[config.mk]
export PLATFORM = sky130hd
export DESIGN_NAME = countdown_timer
export DESIGN_NICKNAME = d
export VERILOG_FILES = /design/src/rtl/timer_pkg.sv /design/src/rtl/tmr_decode.sv /design/src/rtl/tmr_cfg_regs.sv /design/src/rtl/tmr_tick_sel.sv /design/src/rtl/tmr_counter.sv /design/src/rtl/countdown_timer.sv
export SDC_FILE = /design/constraint.sdc
export NUM_CORES = 1
export LEC_CHECK = 0
export ABC_AREA = 1
export BUFFER_PORTS_ARGS = -buffer_cell sky130_fd_sc_hd__clkbuf_2
export CORE_UTILIZATION = 47
export DETAILED_ROUTE_END_ITERATION = 10
export PLACE_DENSITY = 0.75
export SYNTH_ARGS = -nofsm -noshare
export SYNTH_HDL_FRONTEND = slang
export SYNTH_SLANG_ARGS = --single-unit
[constraint.sdc]
create_clock -name clk -period 2.2 [get_ports clk]
set_input_delay 0.33 -clock clk [delete_from_list [all_inputs] [get_ports clk]]
set_output_delay 0.33 -clock clk [all_outputs]
set_load 0.01 [all_outputs]
[src/rtl/timer_pkg.sv]
package timer_pkg;
  localparam logic [3:0] OFS_LOAD  = 4'h0;
  localparam logic [3:0] OFS_VALUE = 4'h4;
  localparam logic [3:0] OFS_CTRL  = 4'h8;
  localparam logic [3:0] OFS_CLEAR = 4'hC;

  localparam int CTRL_EN_BIT   = 7;
  localparam int CTRL_PER_BIT  = 6;
  localparam int CTRL_FAST_BIT = 3;

  typedef enum logic [1:0] {
    REG_LOAD  = 2'd0,
    REG_VALUE = 2'd1,
    REG_CTRL  = 2'd2,
    REG_CLEAR = 2'd3
  } tmr_reg_e;

  typedef struct packed {
    logic en;
    logic periodic;
    logic fast;
  } tmr_ctrl_t;
endpackage

[src/rtl/tmr_decode.sv]
module tmr_decode #(
  parameter int ADDR_W = 4
) (
  input  logic                    bus_sel,
  input  logic                    bus_wr,
  input  logic [ADDR_W-1:0]       bus_addr,
  output logic                    wr_load,
  output logic                    wr_ctrl,
  output logic                    wr_clear,
  output logic                    rd_en,
  output logic                    rd_hit,
  output timer_pkg::tmr_reg_e     rd_idx
);
  import timer_pkg::*;

  logic in_range;
  tmr_reg_e idx;

  // Only the low nibble addresses the bank; anything above it misses.
  assign in_range = ((bus_addr >> 4) == '0);
  assign idx      = tmr_reg_e'(bus_addr[3:2]);

  always_comb begin
    wr_load  = 1'b0;
    wr_ctrl  = 1'b0;
    wr_clear = 1'b0;
    if (bus_sel && bus_wr && in_range) begin
      unique case (idx)
        REG_LOAD:  wr_load  = 1'b1;
        REG_CTRL:  wr_ctrl  = 1'b1;
        REG_CLEAR: wr_clear = 1'b1;
        default:   ;
      endcase
    end
  end

  assign rd_en  = bus_sel && !bus_wr;
  assign rd_hit = in_range;
  assign rd_idx = idx;
endmodule

[src/rtl/tmr_cfg_regs.sv]
module tmr_cfg_regs #(
  parameter int CNT_W  = 32,
  parameter int DATA_W = 32
) (
  input  logic                  clk,
  input  logic                  rst,
  input  logic                  wr_load,
  input  logic                  wr_ctrl,
  input  logic [DATA_W-1:0]     wdata,
  output logic [CNT_W-1:0]      load_q,
  output timer_pkg::tmr_ctrl_t  ctrl_q
);
  import timer_pkg::*;

  always_ff @(posedge clk) begin
    if (rst) begin
      load_q <= '0;
      ctrl_q <= '0;
    end else begin
      if (wr_load) load_q <= wdata[CNT_W-1:0];
      if (wr_ctrl) begin
        ctrl_q.en       <= wdata[CTRL_EN_BIT];
        ctrl_q.periodic <= wdata[CTRL_PER_BIT];
        ctrl_q.fast     <= wdata[CTRL_FAST_BIT];
      end
    end
  end
endmodule

[src/rtl/tmr_tick_sel.sv]
module tmr_tick_sel (
  input  logic fast_sel,
  input  logic tick_fast,
  input  logic tick_slow,
  output logic tick_pick
);
  assign tick_pick = fast_sel ? tick_fast : tick_slow;
endmodule

[src/rtl/tmr_counter.sv]
module tmr_counter #(
  parameter int CNT_W = 32
) (
  input  logic             clk,
  input  logic             rst,
  input  logic             en,
  input  logic             periodic,
  input  logic             tick,
  input  logic             preset,
  input  logic [CNT_W-1:0] preset_val,
  input  logic [CNT_W-1:0] reload_val,
  input  logic             irq_clr,
  output logic [CNT_W-1:0] count_q,
  output logic             irq_q
);
  localparam logic [CNT_W-1:0] ALL_ONES = '1;

  logic step;
  logic under;
  logic [CNT_W-1:0] next_after_under;

  assign step  = en && tick;
  assign under = step && (count_q == '0);

  generate
    if (CNT_W > 0) begin : g_wrap
      assign next_after_under = periodic ? reload_val : ALL_ONES;
    end
  endgenerate

  always_ff @(posedge clk) begin
    if (rst) begin
      count_q <= '0;
      irq_q   <= 1'b0;
    end else begin
      if (preset && !en)  count_q <= preset_val;
      else if (under)     count_q <= next_after_under;
      else if (step)      count_q <= count_q - 1'b1;

      // A fresh underflow outranks a clear in the same cycle.
      if (under)          irq_q <= 1'b1;
      else if (irq_clr)   irq_q <= 1'b0;
    end
  end
endmodule

[src/rtl/countdown_timer.sv]
module countdown_timer #(
  parameter int CNT_W  = 32,
  parameter int DATA_W = 32,
  parameter int ADDR_W = 4
) (
  input  logic              clk,
  input  logic              rst,
  input  logic              bus_sel,
  input  logic              bus_wr,
  input  logic [ADDR_W-1:0] bus_addr,
  input  logic [DATA_W-1:0] bus_wdata,
  output logic [DATA_W-1:0] bus_rdata,
  input  logic              tick_fast,
  input  logic              tick_slow,
  output logic              irq
);
  import timer_pkg::*;

  logic wr_load, wr_ctrl, wr_clear, rd_en, rd_hit;
  tmr_reg_e rd_idx;
  logic [CNT_W-1:0] load_q;
  logic [CNT_W-1:0] count_q;
  tmr_ctrl_t ctrl_q;
  logic ctrl_en, ctrl_per, ctrl_fast;
  logic tick_pick;
  logic [DATA_W-1:0] ctrl_word;

  assign ctrl_en   = ctrl_q.en;
  assign ctrl_per  = ctrl_q.periodic;
  assign ctrl_fast = ctrl_q.fast;

  tmr_decode #(.ADDR_W(ADDR_W)) u_decode (
    .bus_sel (bus_sel),
    .bus_wr  (bus_wr),
    .bus_addr(bus_addr),
    .wr_load (wr_load),
    .wr_ctrl (wr_ctrl),
    .wr_clear(wr_clear),
    .rd_en   (rd_en),
    .rd_hit  (rd_hit),
    .rd_idx  (rd_idx)
  );

  tmr_cfg_regs #(.CNT_W(CNT_W), .DATA_W(DATA_W)) u_cfg (
    .clk    (clk),
    .rst    (rst),
    .wr_load(wr_load),
    .wr_ctrl(wr_ctrl),
    .wdata  (bus_wdata),
    .load_q (load_q),
    .ctrl_q (ctrl_q)
  );

  tmr_tick_sel u_tick (
    .fast_sel (ctrl_fast),
    .tick_fast(tick_fast),
    .tick_slow(tick_slow),
    .tick_pick(tick_pick)
  );

  tmr_counter #(.CNT_W(CNT_W)) u_cnt (
    .clk       (clk),
    .rst       (rst),
    .en        (ctrl_en),
    .periodic  (ctrl_per),
    .tick      (tick_pick),
    .preset    (wr_load),
    .preset_val(bus_wdata[CNT_W-1:0]),
    .reload_val(load_q),
    .irq_clr   (wr_clear),
    .count_q   (count_q),
    .irq_q     (irq)
  );

  always_comb begin
    ctrl_word = '0;
    ctrl_word[CTRL_EN_BIT]   = ctrl_en;
    ctrl_word[CTRL_PER_BIT]  = ctrl_per;
    ctrl_word[CTRL_FAST_BIT] = ctrl_fast;
  end

  always_ff @(posedge clk) begin
    if (rst) begin
      bus_rdata <= '0;
    end else if (rd_en) begin
      if (!rd_hit) bus_rdata <= '0;
      else begin
        unique case (rd_idx)
          REG_LOAD:  bus_rdata <= DATA_W'(load_q);
          REG_VALUE: bus_rdata <= DATA_W'(count_q);
          REG_CTRL:  bus_rdata <= ctrl_word;
          default:   bus_rdata <= '0;
        endcase
      end
    end
  end
endmodule

### Word level (Yosys, flattened, before mapping)

Index checks and enable logic that the tools add are counted.

* logic and storage cells: 36
* RAM bits: 0
* bits in read-only memories: 0
* input port bits: 42
* register bits after elaboration: 100
* latch bits: 0
* memories: 0

* shifts and indexed selects: 0
* div/mod/pow operators: 0
* multiply operators: 0
* add/subtract/negate cells: 1
* reduce and logical (&&, ||, !) cells: 11
* bitwise operators: 0
* magnitude comparators: 0
* equal/unequal tests: 3
* mux-type cells: 14

Operator list (count)
* $mux 32: 4
* $pmux 32 s3: 1
* $logic_not 32->1: 1
* $sub 32x1->32 const B: 1
* $mux 1: 9
* $logic_and 1x1->1: 5
* $eq 2x2->1 const B: 2
* $reduce_bool 3->1: 1
* $eq 2x1->1 const B: 1
* $logic_not 1->1: 2
* $logic_not 2->1: 1
* $reduce_bool 2->1: 1

### Logic depth before layout (Yosys ltp)

* depth after elaboration: 5
* depth in mapped cells: 13
* gate-level depth less buffers: 12

### By module

From an unflattened synthesis, not the netlist that was laid out.

* cells, all modules: 995
* area, all modules: 6274.8 sq um

Modules (own cells, without submodules)
* tmr_counter: area an instance 2931.6 sq um, seq. area each 660.6 sq um, cells each 505, times used 1
* countdown_timer: area an instance 1750.4 sq um, seq. area each 640.6 sq um, cells each 253, times used 1
* tmr_cfg_regs: area an instance 1510.2 sq um, seq. area each 700.7 sq um, cells each 218, times used 1
* tmr_decode: area an instance 67.6 sq um, seq. area each 0.0 sq um, cells each 15, times used 1
* tmr_tick_sel: area an instance 15.0 sq um, seq. area each 0.0 sq um, cells each 4, times used 1

### Least setup slack after synthesis

No wires, ideal clock.

* path type: register to register
* from: reg u_cnt.count_q[0]
* to: reg u_cnt.count_q[9]
* setup time: 0.128 ns
* setup slack: 0.405 ns
* data required time: 2.072 ns
* arrival: 1.667 ns
* cell stages (with the launch flop): 13
* path through: dfxtp_1 -> inv_1 -> ha_1 -> nand2_2 -> nor2_8 -> nand2_4 -> nor2_8 -> nand3_4 -> clkinv_2 -> buf_6 -> nand3_2 -> a21oi_1 -> nor2_1

* cells in the longest elaborated chain, start to end: 4
* elaborated cells on any way between the ends: 7
* those cells by class: add/sub (1); mux (3); reduce/logical (3)

Ends and longest elaborated chain
* from (decl): RTL line tmr_counter.sv:13 `output logic [CNT_W-1:0] count_q,`
* from (signal assigned): RTL line tmr_counter.sv:36 `if (preset && !en) count_q <= preset_val;`
* from (signal assigned): RTL line tmr_counter.sv:37 `else if (under) count_q <= next_after_under;`
* from (signal assigned): RTL line tmr_counter.sv:38 `else if (step) count_q <= count_q - 1'b1;`
* $sub 32x1->32 / $logic_not 32->1 (equally long branches): RTL line tmr_counter.sv:38, tmr_counter.sv:23
* $mux 32 / $logic_and 1x1->1 (equally long branches): RTL line tmr_counter.sv:38, tmr_counter.sv:23
* $mux 32: RTL line tmr_counter.sv:37
* $mux 32: RTL line tmr_counter.sv:36

Parallel ways exist; a longest one is shown, timed or not. The select of a mux whose other input is x is not followed.
A chain may end at the register's enable or synchronous reset.

### Final worst setup path

* from: reg u_cnt.count_q[0]
* to: reg u_cnt.count_q[5]

Same word-level chain as after synthesis.

==> run_summary.xml <==
<?xml version="1.0" encoding="UTF-8"?>
<metrics>
  <group name="pwr">
    <metric name="internal_power" unit="mW">3.271</metric>
    <metric name="total_leakage_power" unit="nW">3.043</metric>
    <metric name="p_clk_share" unit="%">34.8</metric>
    <metric name="sequentialPowerShare" unit="%">41.2</metric>
    <metric name="pwr_density_cell" unit="mW/mm^2">746.0</metric>
    <metric name="total_switching_power" unit="mW">1.485</metric>
    <metric name="power_frac_comb" unit="%">23.9</metric>
    <metric name="netSwitchingFraction" unit="%">31.22</metric>
    <metric name="ir_worst_vdd" unit="uV">445.5</metric>
  </group>
  <group name="place">
    <metric name="place_hpwl" unit="um">10940</metric>
    <metric name="place_ws" unit="ns">0.1463</metric>
    <metric name="routabilityCongestion" unit="">0.9491</metric>
    <metric name="port_buffers" unit="">72</metric>
    <metric name="placed_cells_incl_taps" unit="">1045</metric>
  </group>
  <group name="routing">
    <metric name="drtPass1Iterations" unit="">5</metric>
    <metric name="wire_per_inst" unit="um">14.83</metric>
    <metric name="via_count" unit="">5756</metric>
    <metric name="route.antenna.remaining_nets" unit="">0</metric>
    <metric name="drt-vias-per-instance" unit="">5.430</metric>
    <metric name="route.final.wire_length" unit="um">15730</metric>
    <metric name="drt_iter0_markers" unit="">352</metric>
    <metric name="drcViolationCount" unit="">0</metric>
  </group>
  <group name="cells_and_area">
    <metric name="filler_cell_count" unit="">1144</metric>
    <metric name="area_growth" unit="%">16.14</metric>
    <metric name="drive_gt1_share" unit="%">14.18</metric>
    <metric name="seq_area" unit="sq mm">0.002002</metric>
    <metric name="finalNonFillerCells" unit="">1060</metric>
    <metric name="multiInputGateArea" unit="sq mm">0.002809</metric>
    <metric name="antennaDiodeCount" unit="">0</metric>
    <metric name="fin_util" unit="%">55.83</metric>
    <metric name="nets" unit="">956</metric>
  </group>
  <group name="timing">
    <metric name="slew_violations" unit="">0</metric>
    <metric name="finalSetupTns" unit="ns">0</metric>
    <metric name="worst_pin_slew" unit="ns">0.7181</metric>
    <metric name="min_period_over_period" unit="%">92.88</metric>
    <metric name="timing.max_slew.rel_slack" unit="%">52.07</metric>
    <metric name="final_hold_viol_count" unit="">0</metric>
    <metric name="min_period" unit="ns">2.043</metric>
    <metric name="grt_setup_unrepaired" unit="">no</metric>
    <metric name="achievable-frequency" unit="GHz">0.4894</metric>
    <metric name="timing.clock.skew" unit="ns">0.005900</metric>
    <metric name="finalWorstSetupSlack" unit="ns">0.1566</metric>
    <metric name="finalSetupViolations" unit="">0</metric>
  </group>
  <group name="clock_tree">
    <metric name="root_buffer" unit="">clkbuf_16</metric>
    <metric name="cts_max_path_buffers" unit="">2</metric>
    <metric name="post_cts.repair.setup_buffers" unit="">0</metric>
    <metric name="cts_resized" unit="">0</metric>
    <metric name="insertion_delay" unit="ns">0.36</metric>
    <metric name="h-tree-depth" unit="">3</metric>
    <metric name="cts_tree" unit="">done</metric>
    <metric name="cts_hold_buffers" unit="">0</metric>
    <metric name="numClockSinks" unit="">100</metric>
    <metric name="cts.clk_slew.worst_paths" unit="ns">0.06</metric>
    <metric name="cts_made_buffers" unit="">9</metric>
  </group>
  <group name="floorplanning">
    <metric name="die_w" unit="um">110.1</metric>
    <metric name="std_cell_rows" unit="">39</metric>
    <metric name="die_height" unit="um">110.1</metric>
    <metric name="design.core.area" unit="sq mm">0.01142</metric>
    <metric name="io_pins" unit="">75</metric>
    <metric name="fp.dieArea" unit="sq mm">0.01212</metric>
    <metric name="start_util" unit="%">48.07</metric>
  </group>
  <group name="global_routing">
    <metric name="grt_resource_usage_total" unit="%">28.12</metric>
    <metric name="globalRouteOverflowTotal" unit="">0</metric>
    <metric name="global_route_wire_length_before_repair" unit="um">25960</metric>
    <metric name="antenna_found_initial" unit="">0</metric>
    <metric name="maximum_number_of_pins_on_one_net_before_global_route_repair" unit="">63</metric>
    <metric name="grt_pass1_vias" unit="">5416</metric>
  </group>
  <group name="logic_synthesis">
    <metric name="synth-main-ff-cell" unit="">dfxtp_1</metric>
    <metric name="postSynthRegisterBits" unit="">100</metric>
    <metric name="post_synth_inst_count" unit="">848</metric>
    <metric name="mappedNetlistArea" unit="sq mm">0.005489</metric>
    <metric name="async_reset_ff_share" unit="%">0</metric>
    <metric name="synth_warnings" unit="">0</metric>
    <metric name="postSynthAreaPerCell" unit="sq um">6.473</metric>
    <metric name="seq_area_frac_synth" unit="%">36.47</metric>
    <metric name="edff_count_synth" unit="">0</metric>
    <metric name="synthesis.nets" unit="">891</metric>
    <metric name="synth.distinct_cells" unit="">34</metric>
  </group>
  <group name="setup_path">
    <metric name="cp.required" unit="ns">2.44</metric>
    <metric name="critPathMaxFanout" unit="">11</metric>
    <metric name="path_delay_family" unit="">simple AND/OR/NAND/NOR gates</metric>
    <metric name="timing.critical_path.to_type" unit="">flop</metric>
    <metric name="timing.critical_path.slowest_cell_delay" unit="ns">0.31</metric>
    <metric name="path_buf_inv" unit="">2</metric>
    <metric name="crit_arrival" unit="ns">2.28</metric>
    <metric name="timing.critical_path.slowest_stage_cell" unit="">dfxtp_1</metric>
    <metric name="cp_startpoint_kind" unit="">flop</metric>
    <metric name="crit_chain" unit="">inv_1 -&gt; ha_2 -&gt; nand2_2 -&gt; nor2_8 -&gt; nand2_4 -&gt; nor2_8 -&gt; nand3_4 -&gt; buf_12 -&gt; nand2_1 -&gt; o21ai_0 -&gt; a21oi_1 -&gt; nor2_1</metric>
    <metric name="crit_type" unit="">flop to flop</metric>
    <metric name="critical-path-top-cell-by-count" unit="">nor2_8</metric>
  </group>
  <group name="min_path">
    <metric name="hold_path_class" unit="">input port to flop</metric>
  </group>
  <group name="run">
    <metric name="reported_max_cap_violation_count" unit="">0</metric>
  </group>
  <group name="run_status">
    <metric name="run_status" unit="">complete, no violations</metric>
  </group>
</metrics>
==> layer usage <==
| layer | GRT usage, % | part of all wire, % | wire length [um] |
|---|---|---|---|
| met5 | 0 | 0 | 0 |
| met4 | 14.00 | 2.9 | 458 |
| met3 | 4.644 | 7.9 | 1235 |
| met2 | 47.46 | 47 | 7409 |
| met1 | 34.57 | 42 | 6622 |
==> tightest hold or removal path, delay by kind of cell <==
family / cells / cell delay [ns]
buf+inv: 1 / 0.09
simple gates: 2 / 0.12
==> flip-flops by register name, indices dropped and copies added (netlist names) <==
name	flops
bus_rdata	32
u_cfg.load_q	32
u_cnt.count_q	32
u_cfg.ctrl_q	3
u_cnt.irq_q	1
==> synthesized netlist by cell type, types with 2 or more instances <==
master    instances  area, sq um
a21oi_1          58        290.3
buf_2             3        15.01
buf_6             2        22.52
clkbuf_1         37        138.9
clkinv_1          2        7.510
dfxtp_1         100         2002
inv_1           131        491.7
nand2_1         150        563.0
nand2_2           2        12.51
nand3_1          45        225.2
nand4_1           6        37.54
nor2_1          122        457.9
nor2_2            7        43.79
nor2_8            2        40.04
nor3_1            3        15.01
o211ai_1          2        15.01
o21ai_0         106        530.5
o21ai_1           6        30.03
o221ai_1         31        271.5
o22ai_1           2        12.51
xor2_1           18        157.7
==> power groups by stage <==
stage          Sequential (mW)  Clock (mW)  Combinational, mW
6_report                  1.96        1.66               1.14
4_1_cts                   1.96        1.67               1.13
3_3_place_gp              2.00           0               1.10
2_1_floorplan             2.00           0              0.807
5_1_grt                   1.97        1.75               1.29
3_5_place_dp              2.00           0               1.12
==> area by class of cell <==
class                      count  share of cell area [%]
multi-input combinational    570                   44.06
sequential                   100                   31.40
clock inverter                 1                  0.4711
timing repair buffer          97                   8.989
tap                          143                   2.807
inverter                     135                   7.969
clock buffer                  14                   4.298
==> stage by stage <==
step | area, sq um | power, mW | hold slack, ns
2_1_floorplan | 5489 | 2.808 | 0.4354
3_3_place_gp | 6068 | 3.103 | 0.4548
3_5_place_dp | 6068 | 3.117 | 0.4568
4_1_cts | 6372 | 4.759 | 0.2136
5_1_grt | 6375 | 5.017 | 0.2277
6_report | 6375 | 4.756 | 0.2160
==> cells in the final DEF (no fill, tap or decap), types with 3 or more instances in the layout <==
master     synthesis  routed
nand2_1          150     150
inv_1            131     130
nor2_1           122     121
o21ai_0          106     106
dfxtp_1          100     100
clkbuf_2           0      72
a21oi_1           58      58
nand3_1           45      45
o221ai_1          31      31
buf_4              0      23
xor2_1            18      18
clkbuf_16          0       9
nor2_2             7       7
nand4_1            6       6
o21ai_1            6       6
nor3_1             3       3
clkbuf_8           0       3
==> worst paths after layout <==
check                   start                to  slack (ns)  cells after the start
min             bus_wdata[21]  u_cfg.load_q[21]        0.22                      3
max          u_cnt.count_q[0]  u_cnt.count_q[5]        0.16                     12
max reg2reg  u_cnt.count_q[0]  u_cnt.count_q[5]        0.16                     12
min reg2reg   u_cfg.load_q[3]   u_cfg.load_q[3]        0.46                      2
==> cell families (layout without fill, tap and decap cells) <==
logic type                 count (synthesis)  after routing  share of synthesized area [%]
xor gates and xnor gates                  18             18                          2.872
buffers and inverters                    178            247                          12.54
adders and majority gates                  1              1                         0.2279
DFF                                      100            100                          36.47
and+or+nand+nor                          344            344                          26.67
AOI/OAI and AO/OA                        207            207                          21.22
(Power assumes the default switching activity.)
